===== config.mk =====
export PLATFORM = sky130hd
export DESIGN_NAME = mdpad_gen
export DESIGN_NICKNAME = d
export VERILOG_FILES = /design/src/rtl/mdpad_pkg.sv /design/src/rtl/mdpad_counter.sv /design/src/rtl/mdpad_geom.sv /design/src/rtl/mdpad_gen.sv
export SDC_FILE = /design/constraint.sdc
export NUM_CORES = 1
export LEC_CHECK = 0
export BUFFER_PORTS_ARGS = -buffer_cell sky130_fd_sc_hd__buf_2
export CAP_MARGIN = 20
export CORE_AREA = 2 2 201 203
export CTS_CLUSTER_SIZE = 25
export DETAILED_ROUTE_END_ITERATION = 6
export DIE_AREA = 0 0 203 205
export GPL_TIMING_DRIVEN = 0
export PLACE_DENSITY = 0.72
export REMOVE_ABC_BUFFERS = 1
export SYNTH_ARGS = -nofsm -noshare
export SYNTH_HDL_FRONTEND = slang
export SYNTH_HIERARCHICAL = 1
export SYNTH_SLANG_ARGS = --single-unit

===== constraint.sdc =====
create_clock -name clk -period 4.59 [get_ports clk]
set_clock_uncertainty 0.1 [all_clocks]
set_input_delay 0.2295 -clock clk [delete_from_list [all_inputs] [get_ports clk]]
set_output_delay 0.2295 -clock clk [all_outputs]
set_load 0.05 [all_outputs]

===== src/rtl/mdpad_pkg.sv =====
package mdpad_pkg;
    typedef enum logic [1:0] {
        ST_IDLE,
        ST_MARK,
        ST_ZERO,
        ST_LEN
    } pad_state_e;

    localparam logic [7:0] MARKER_BYTE = 8'h80;
    localparam logic [7:0] FILL_BYTE   = 8'h00;
endpackage


===== src/rtl/mdpad_counter.sv =====
module mdpad_counter #(
    parameter int SIZE_W = 64,
    parameter int WORD_W = 64
) (
    input  logic              clk,
    input  logic              rst_n,
    input  logic              add_en,
    input  logic [SIZE_W-1:0] add_size,
    input  logic              clr,
    output logic [WORD_W-1:0] cnt_lo,
    output logic [WORD_W-1:0] cnt_hi
);
    localparam int PAD_W = WORD_W + 1 - SIZE_W;

    logic [WORD_W:0] sum;

    assign sum = {1'b0, cnt_lo} + {{PAD_W{1'b0}}, add_size};

    always_ff @(posedge clk) begin
        if (!rst_n || clr) begin
            cnt_lo <= '0;
            cnt_hi <= '0;
        end else if (add_en) begin
            cnt_lo <= sum[WORD_W-1:0];
            if (sum[WORD_W]) begin
                cnt_hi <= cnt_hi + WORD_W'(1);
            end
        end
    end
endmodule


===== src/rtl/mdpad_geom.sv =====
module mdpad_geom #(
    parameter int RES_W  = 8,
    parameter int CNT_W  = 8,
    parameter int WORD_W = 64
) (
    input  logic             wide,
    input  logic [RES_W-1:0] resid,
    output logic [CNT_W-1:0] pad_len,
    output logic [CNT_W-1:0] field_len,
    output logic [CNT_W-1:0] total_len
);
    localparam int NARROW_BLK = 64;
    localparam int WIDE_BLK   = 128;
    localparam int NARROW_FLD = WORD_W / 8;
    localparam int WIDE_FLD   = 2 * WORD_W / 8;
    localparam int NARROW_BND = NARROW_BLK - NARROW_FLD;
    localparam int WIDE_BND   = WIDE_BLK - WIDE_FLD;

    logic [RES_W-1:0] idx_r;
    logic [CNT_W-1:0] idx;
    logic [CNT_W-1:0] bound;
    logic [CNT_W-1:0] span;

    always_comb begin
        if (wide) begin
            idx_r     = resid & RES_W'(WIDE_BLK - 1);
            bound     = CNT_W'(WIDE_BND);
            span      = CNT_W'(WIDE_BLK);
            field_len = CNT_W'(WIDE_FLD);
        end else begin
            idx_r     = resid & RES_W'(NARROW_BLK - 1);
            bound     = CNT_W'(NARROW_BND);
            span      = CNT_W'(NARROW_BLK);
            field_len = CNT_W'(NARROW_FLD);
        end
        idx = CNT_W'(idx_r);
        if (idx < bound) begin
            pad_len = bound - idx;
        end else begin
            pad_len = span + bound - idx;
        end
        total_len = pad_len + field_len;
    end
endmodule


===== src/rtl/mdpad_gen.sv =====
module mdpad_gen
    import mdpad_pkg::*;
#(
    parameter int SIZE_W = 64,
    parameter int RES_W  = 8,
    parameter int CNT_W  = 8
) (
    input  logic              clk,
    input  logic              rst_n,
    input  logic              upd_valid,
    input  logic [SIZE_W-1:0] upd_size,
    output logic              upd_ready,
    input  logic              start,
    input  logic              wide_mode,
    input  logic [RES_W-1:0]  resid,
    output logic              pad_valid,
    input  logic              pad_ready,
    output logic [7:0]        pad_byte,
    output logic              pad_last,
    output logic [CNT_W-1:0]  pad_total
);
    localparam int WORD_W  = 64;
    localparam int FIELD_W = 2 * WORD_W;

    pad_state_e st_q, st_d;
    logic [CNT_W-1:0]   left_q, left_d;
    logic [CNT_W-1:0]   total_d;
    logic [FIELD_W-1:0] field_q, field_d;
    logic               wide_q, wide_d;

    logic [WORD_W-1:0] cnt_lo, cnt_hi;
    logic [WORD_W-1:0] bits_lo, bits_hi;
    logic [CNT_W-1:0]  geo_pad, geo_field, geo_total;
    logic [CNT_W-1:0]  run_field;
    logic [CNT_W-1:0]  unused_field;
    logic              start_ok, fire, cnt_clr;

    assign start_ok  = start && (st_q == ST_IDLE);
    assign upd_ready = (st_q == ST_IDLE) && !start;
    assign fire      = pad_valid && pad_ready;
    assign bits_lo   = cnt_lo << 3;
    assign bits_hi   = (cnt_hi << 3) | (cnt_lo >> (WORD_W - 3));

    mdpad_counter #(.SIZE_W(SIZE_W), .WORD_W(WORD_W)) u_cnt (
        .clk      (clk),
        .rst_n    (rst_n),
        .add_en   (upd_valid && upd_ready),
        .add_size (upd_size),
        .clr      (cnt_clr),
        .cnt_lo   (cnt_lo),
        .cnt_hi   (cnt_hi)
    );

    mdpad_geom #(.RES_W(RES_W), .CNT_W(CNT_W), .WORD_W(WORD_W)) u_geom (
        .wide      (wide_mode),
        .resid     (resid),
        .pad_len   (geo_pad),
        .field_len (geo_field),
        .total_len (geo_total)
    );

    mdpad_geom #(.RES_W(RES_W), .CNT_W(CNT_W), .WORD_W(WORD_W)) u_fld (
        .wide      (wide_q),
        .resid     ('0),
        .pad_len   (unused_field),
        .field_len (run_field),
        .total_len ()
    );

    always_ff @(posedge clk) begin
        if (!rst_n) begin
            st_q      <= ST_IDLE;
            left_q    <= '0;
            field_q   <= '0;
            wide_q    <= 1'b0;
            pad_total <= '0;
        end else begin
            st_q      <= st_d;
            left_q    <= left_d;
            field_q   <= field_d;
            wide_q    <= wide_d;
            pad_total <= total_d;
        end
    end

    always_comb begin
        st_d    = st_q;
        left_d  = left_q;
        field_d = field_q;
        wide_d  = wide_q;
        total_d = pad_total;
        cnt_clr = 1'b0;
        unique case (st_q)
            ST_IDLE: begin
                if (start_ok) begin
                    st_d    = ST_MARK;
                    left_d  = geo_pad;
                    total_d = geo_total;
                    wide_d  = wide_mode;
                    field_d = wide_mode ? {bits_hi, bits_lo}
                                        : {bits_lo, {WORD_W{1'b0}}};
                end
            end
            ST_MARK: begin
                if (fire) begin
                    if (left_q == CNT_W'(1)) begin
                        st_d   = ST_LEN;
                        left_d = run_field;
                    end else begin
                        st_d   = ST_ZERO;
                        left_d = left_q - CNT_W'(1);
                    end
                end
            end
            ST_ZERO: begin
                if (fire) begin
                    if (left_q == CNT_W'(1)) begin
                        st_d   = ST_LEN;
                        left_d = run_field;
                    end else begin
                        left_d = left_q - CNT_W'(1);
                    end
                end
            end
            ST_LEN: begin
                if (fire) begin
                    field_d = field_q << 8;
                    if (left_q == CNT_W'(1)) begin
                        st_d    = ST_IDLE;
                        left_d  = '0;
                        cnt_clr = 1'b1;
                    end else begin
                        left_d = left_q - CNT_W'(1);
                    end
                end
            end
            default: st_d = ST_IDLE;
        endcase
    end

    always_comb begin
        pad_valid = 1'b0;
        pad_byte  = FILL_BYTE;
        pad_last  = 1'b0;
        unique case (st_q)
            ST_IDLE: ;
            ST_MARK: begin
                pad_valid = 1'b1;
                pad_byte  = MARKER_BYTE;
            end
            ST_ZERO: begin
                pad_valid = 1'b1;
            end
            ST_LEN: begin
                pad_valid = 1'b1;
                pad_byte  = field_q[FIELD_W-1 -: 8];
                pad_last  = (left_q == CNT_W'(1));
            end
            default: ;
        endcase
    end
endmodule


==> results.txt <==
----------------------------------------------------
[Synthesis]
  Cell Area, Synth ... about 17000 sq um
  Synthesized instance count ... 2146
  Number of warning messages in the yosys log ... 6
  Post-Syn Area per Cell ... 7.83 sq um

[Worst setup path]
  Worst setup startpoint ... u_cnt/cnt_lo[0]
  Required time of the critical path ... roughly 4.9 ns
  Largest fanout of any net on the critical path ... 6
  R2R Path End ... u_cnt/cnt_hi[24]
  Critical path start-end classification ... flop to flop
  Setup slack on the worst flop-to-flop path ... ~0.24 ns
  Register-to-Register Path Depth ... 13
  Endpoint type of the worst setup path ... flop
  Launching point of the worst reg2reg path ... u_cnt/cnt_lo[0]
  CP Data Arrival Time ... between 4 and 5 ns
  CP Launch Type ... flop

[Floorplanning]
  Initial core utilization ... 0.427
  Placement Rows ... 73
  Die span in y ... between 200 and 250 microns
  Floorplan core area ... 39400 sq um
  IO Count ... 97
  Area of the die ... 41600 sq um
  Die Width ... roughly 200 microns

[Timing]
  Final worst slack ... around 0.24 ns
  Actual transition at the worst max-transition pin ... between 1 and 1.5 ns
  RSZ-0062 raised after global routing ... no
  Final-report setup violation count ... 0
  Max Clock Freq ... 230 MHz
  Slew Limit Headroom ... 0.316
  Shortest period the worst path allows ... between 4 and 5 ns
  Final slew viol count ... 0
  Number of hold violations in the final report ... 0
  Final cycle utilization of the critical path ... 0.947

[Global routing]
  Global-route wire length before repair ... approximately 80000 microns
  Pin count of the biggest net entering global routing ... just under 100
  Global-route congestion overflow total ... 0
  Vias in the first global route ... ~15000
  Total routing usage reported by global routing ... 0.234
  Initial antenna violation count ... 0

[Hold path]
  Hold/Removal Path Class ... input port to flop
  Number of cells on the worst hold path ... 4
  Source of the worst hold timing path ... upd_size[63]
  Hold Path Sink ... u_cnt/cnt_lo[63]

[Clocking]
  Level count of the clock H-tree ... 1
  Clock input transition at the sequential cells of the worst setup and hold paths ... ~0.06 ns
  Number of buffers on the longest clock path ... 3
  Clock Root Buffer ... sky130_fd_sc_hd__clkbuf_16
  Insertion delay of the later-clocked pin in the worst-skew pair ... between 0.5 and 0.6 ns
  TritonCTS buffer count ... 29
  CTS tree ... built
  Number of clock sinks ... between 200 and 300

[Route]
  Routed Antenna Nets ... 0
  Total routed wirelength ... about 50000 microns
  Wire per inst ... roughly 19 microns
  Length of the first detailed-routing pass in iterations ... 5
  Detailed Route Iter0 Violations ... between 1000 and 1500
  Post-route DRC violation count ... 0
  Via density per instance ... roughly 5.9
  Count of vias placed by the detailed router ... 16000

[Final layout]
  Final instance count without filler cells ... approximately 2700
  Synthesis-to-layout area growth ... 12.1%
  Share of cells above drive strength 1 ... 0.0957
  Final-stage net count ... 2303
  Utilization after layout ... 0.478
  Filler Cell Count ... 3794

[Placement]
  Placed Instances ... ~2600
  Final weighted congestion in routability-driven placement ... roughly 0.90
  Place WS ... ~0.043 ns
  Count of buffers inserted at the top-level ports ... 95
  Hpwl dp ... roughly 36000 microns

[Outcome]
  Outcome ... finished, final reports clean

[Pwr]
  Power density normalized to cell area ... about 500 nW/um^2
  Max IR drop VDD ... between 0.3 and 0.4 mV
  LEAKAGE ... about 7.5 nW

[Flow run]
  Number of max-capacitance violations reported ... 0

----------------------------------------------------
[registers in the layout, indices dropped and copies added (netlist names)]
register,flops
wide_q,1
u_cnt/cnt_lo,64
pad_total,8
u_cnt/cnt_hi,61
left_q,8
field_q,125
st_q,2
[cells in the final DEF, fill, tap and decap left out, types with 8 or more instances in the layout]
cell type / n
sky130_fd_sc_hd__o31ai_1: 8
sky130_fd_sc_hd__o211ai_1: 12
sky130_fd_sc_hd__a21oi_1: 157
sky130_fd_sc_hd__a211oi_1: 18
sky130_fd_sc_hd__nand3_1: 73
sky130_fd_sc_hd__inv_1: 50
sky130_fd_sc_hd__and2_1: 22
sky130_fd_sc_hd__a21o_1: 44
sky130_fd_sc_hd__nor2b_1: 8
sky130_fd_sc_hd__nand2_1: 276
sky130_fd_sc_hd__or3_1: 10
sky130_fd_sc_hd__o21ai_0: 113
sky130_fd_sc_hd__nor2_1: 214
sky130_fd_sc_hd__buf_2: 94
sky130_fd_sc_hd__ha_1: 82
sky130_fd_sc_hd__nand4_1: 56
sky130_fd_sc_hd__o21bai_1: 14
sky130_fd_sc_hd__mux2i_1: 109
sky130_fd_sc_hd__clkbuf_16: 29
sky130_fd_sc_hd__nor3_1: 85
sky130_fd_sc_hd__xnor2_1: 57
sky130_fd_sc_hd__xor2_1: 47
sky130_fd_sc_hd__a221oi_1: 63
sky130_fd_sc_hd__nand2b_1: 19
sky130_fd_sc_hd__o21a_1: 11
sky130_fd_sc_hd__and3_1: 21
sky130_fd_sc_hd__dfxtp_1: 269
sky130_fd_sc_hd__a31oi_1: 15
[through the flow]
stage	power (mW)	TNS (ns)	hold WS, ns	area [sq um]
after floorplan	5.75	-673.79	0.270	16100
after global placement	6.39	-1557.54	0.342	17300
after detailed placement	6.86	0	0.344	17600
after CTS	9.43	0	0.0801	18700
after global routing	10.0	0	0.120	18800
final	9.46	0	0.0913	18800
[worst max-delay path, cell delays in order, from the launching register on]
cell and delay (ns):
sky130_fd_sc_hd__dfxtp_1 0.35, sky130_fd_sc_hd__ha_1 0.24, sky130_fd_sc_hd__fa_1 0.42, sky130_fd_sc_hd__a211oi_1 0.35
sky130_fd_sc_hd__o21ai_0 0.24, sky130_fd_sc_hd__and4b_1 0.25, sky130_fd_sc_hd__o21ai_1 0.43, sky130_fd_sc_hd__nor4_1 0.22
sky130_fd_sc_hd__o31a_1 0.37, sky130_fd_sc_hd__o311ai_2 0.63, sky130_fd_sc_hd__buf_6 0.24, sky130_fd_sc_hd__or3_1 0.14
sky130_fd_sc_hd__xor2_1 0.16, sky130_fd_sc_hd__nor2_1 0.05
[what timing repair did]
action,4_1_cts,5_1_grt
buffers inserted,0,2
gates resized for setup,0,3
endpoints found under the setup margin,0,46
hold buffers,6,0
hold endpoints to repair,14,0
[worst max path at each step]
stage | to | slack [ns] | depth (start not counted)
finish | u_cnt/cnt_hi[24] | 0.24 | 13
floorplan | field_q[10] | -3.52 | 5
global route | u_cnt/cnt_hi[22] | 0.005 | 12
detailed placement | u_cnt/cnt_hi[56] | 0.04 | 11
CTS | u_cnt/cnt_hi[49] | 0.02 | 11
global placement | field_q[76] | -8.12 | 5
[area by class of cell]
class | instances | area, sq um | share of cell area
Multi-Input combinational cell | 1669 | 10600 | 0.565
Sequential cell | 269 | 5390 | 0.286
Timing Repair Buffer | 119 | 907 | 0.0482
Clock buffer | 35 | 778 | 0.0413
Tap cell | 525 | 657 | 0.0349
Clock inverter | 19 | 265 | 0.0141
Inverter | 52 | 200 | 0.0106
Antenna cell | 1 | 2.50 | 0.000133
[metal layers]
layer | up-vias | share of wire | global-route usage
met5 | - | 0 | 0
met4 | 0 | 0.031 | 0.0798
met3 | 103 | 0.059 | 0.0234
met2 | 532 | 0.47 | 0.394
met1 | 7634 | 0.44 | 0.313
li1 | 7700 | - | -
[report_power, final]
part / internal, mW / leakage [nW] / switching (mW)
Sequential: 2.77 / 2.19 / 0.375
Combinational: 1.37 / 4.82 / 2.38
Clock: 1.55 / 0.501 / 1.02
(Power assumes the default switching activity.)
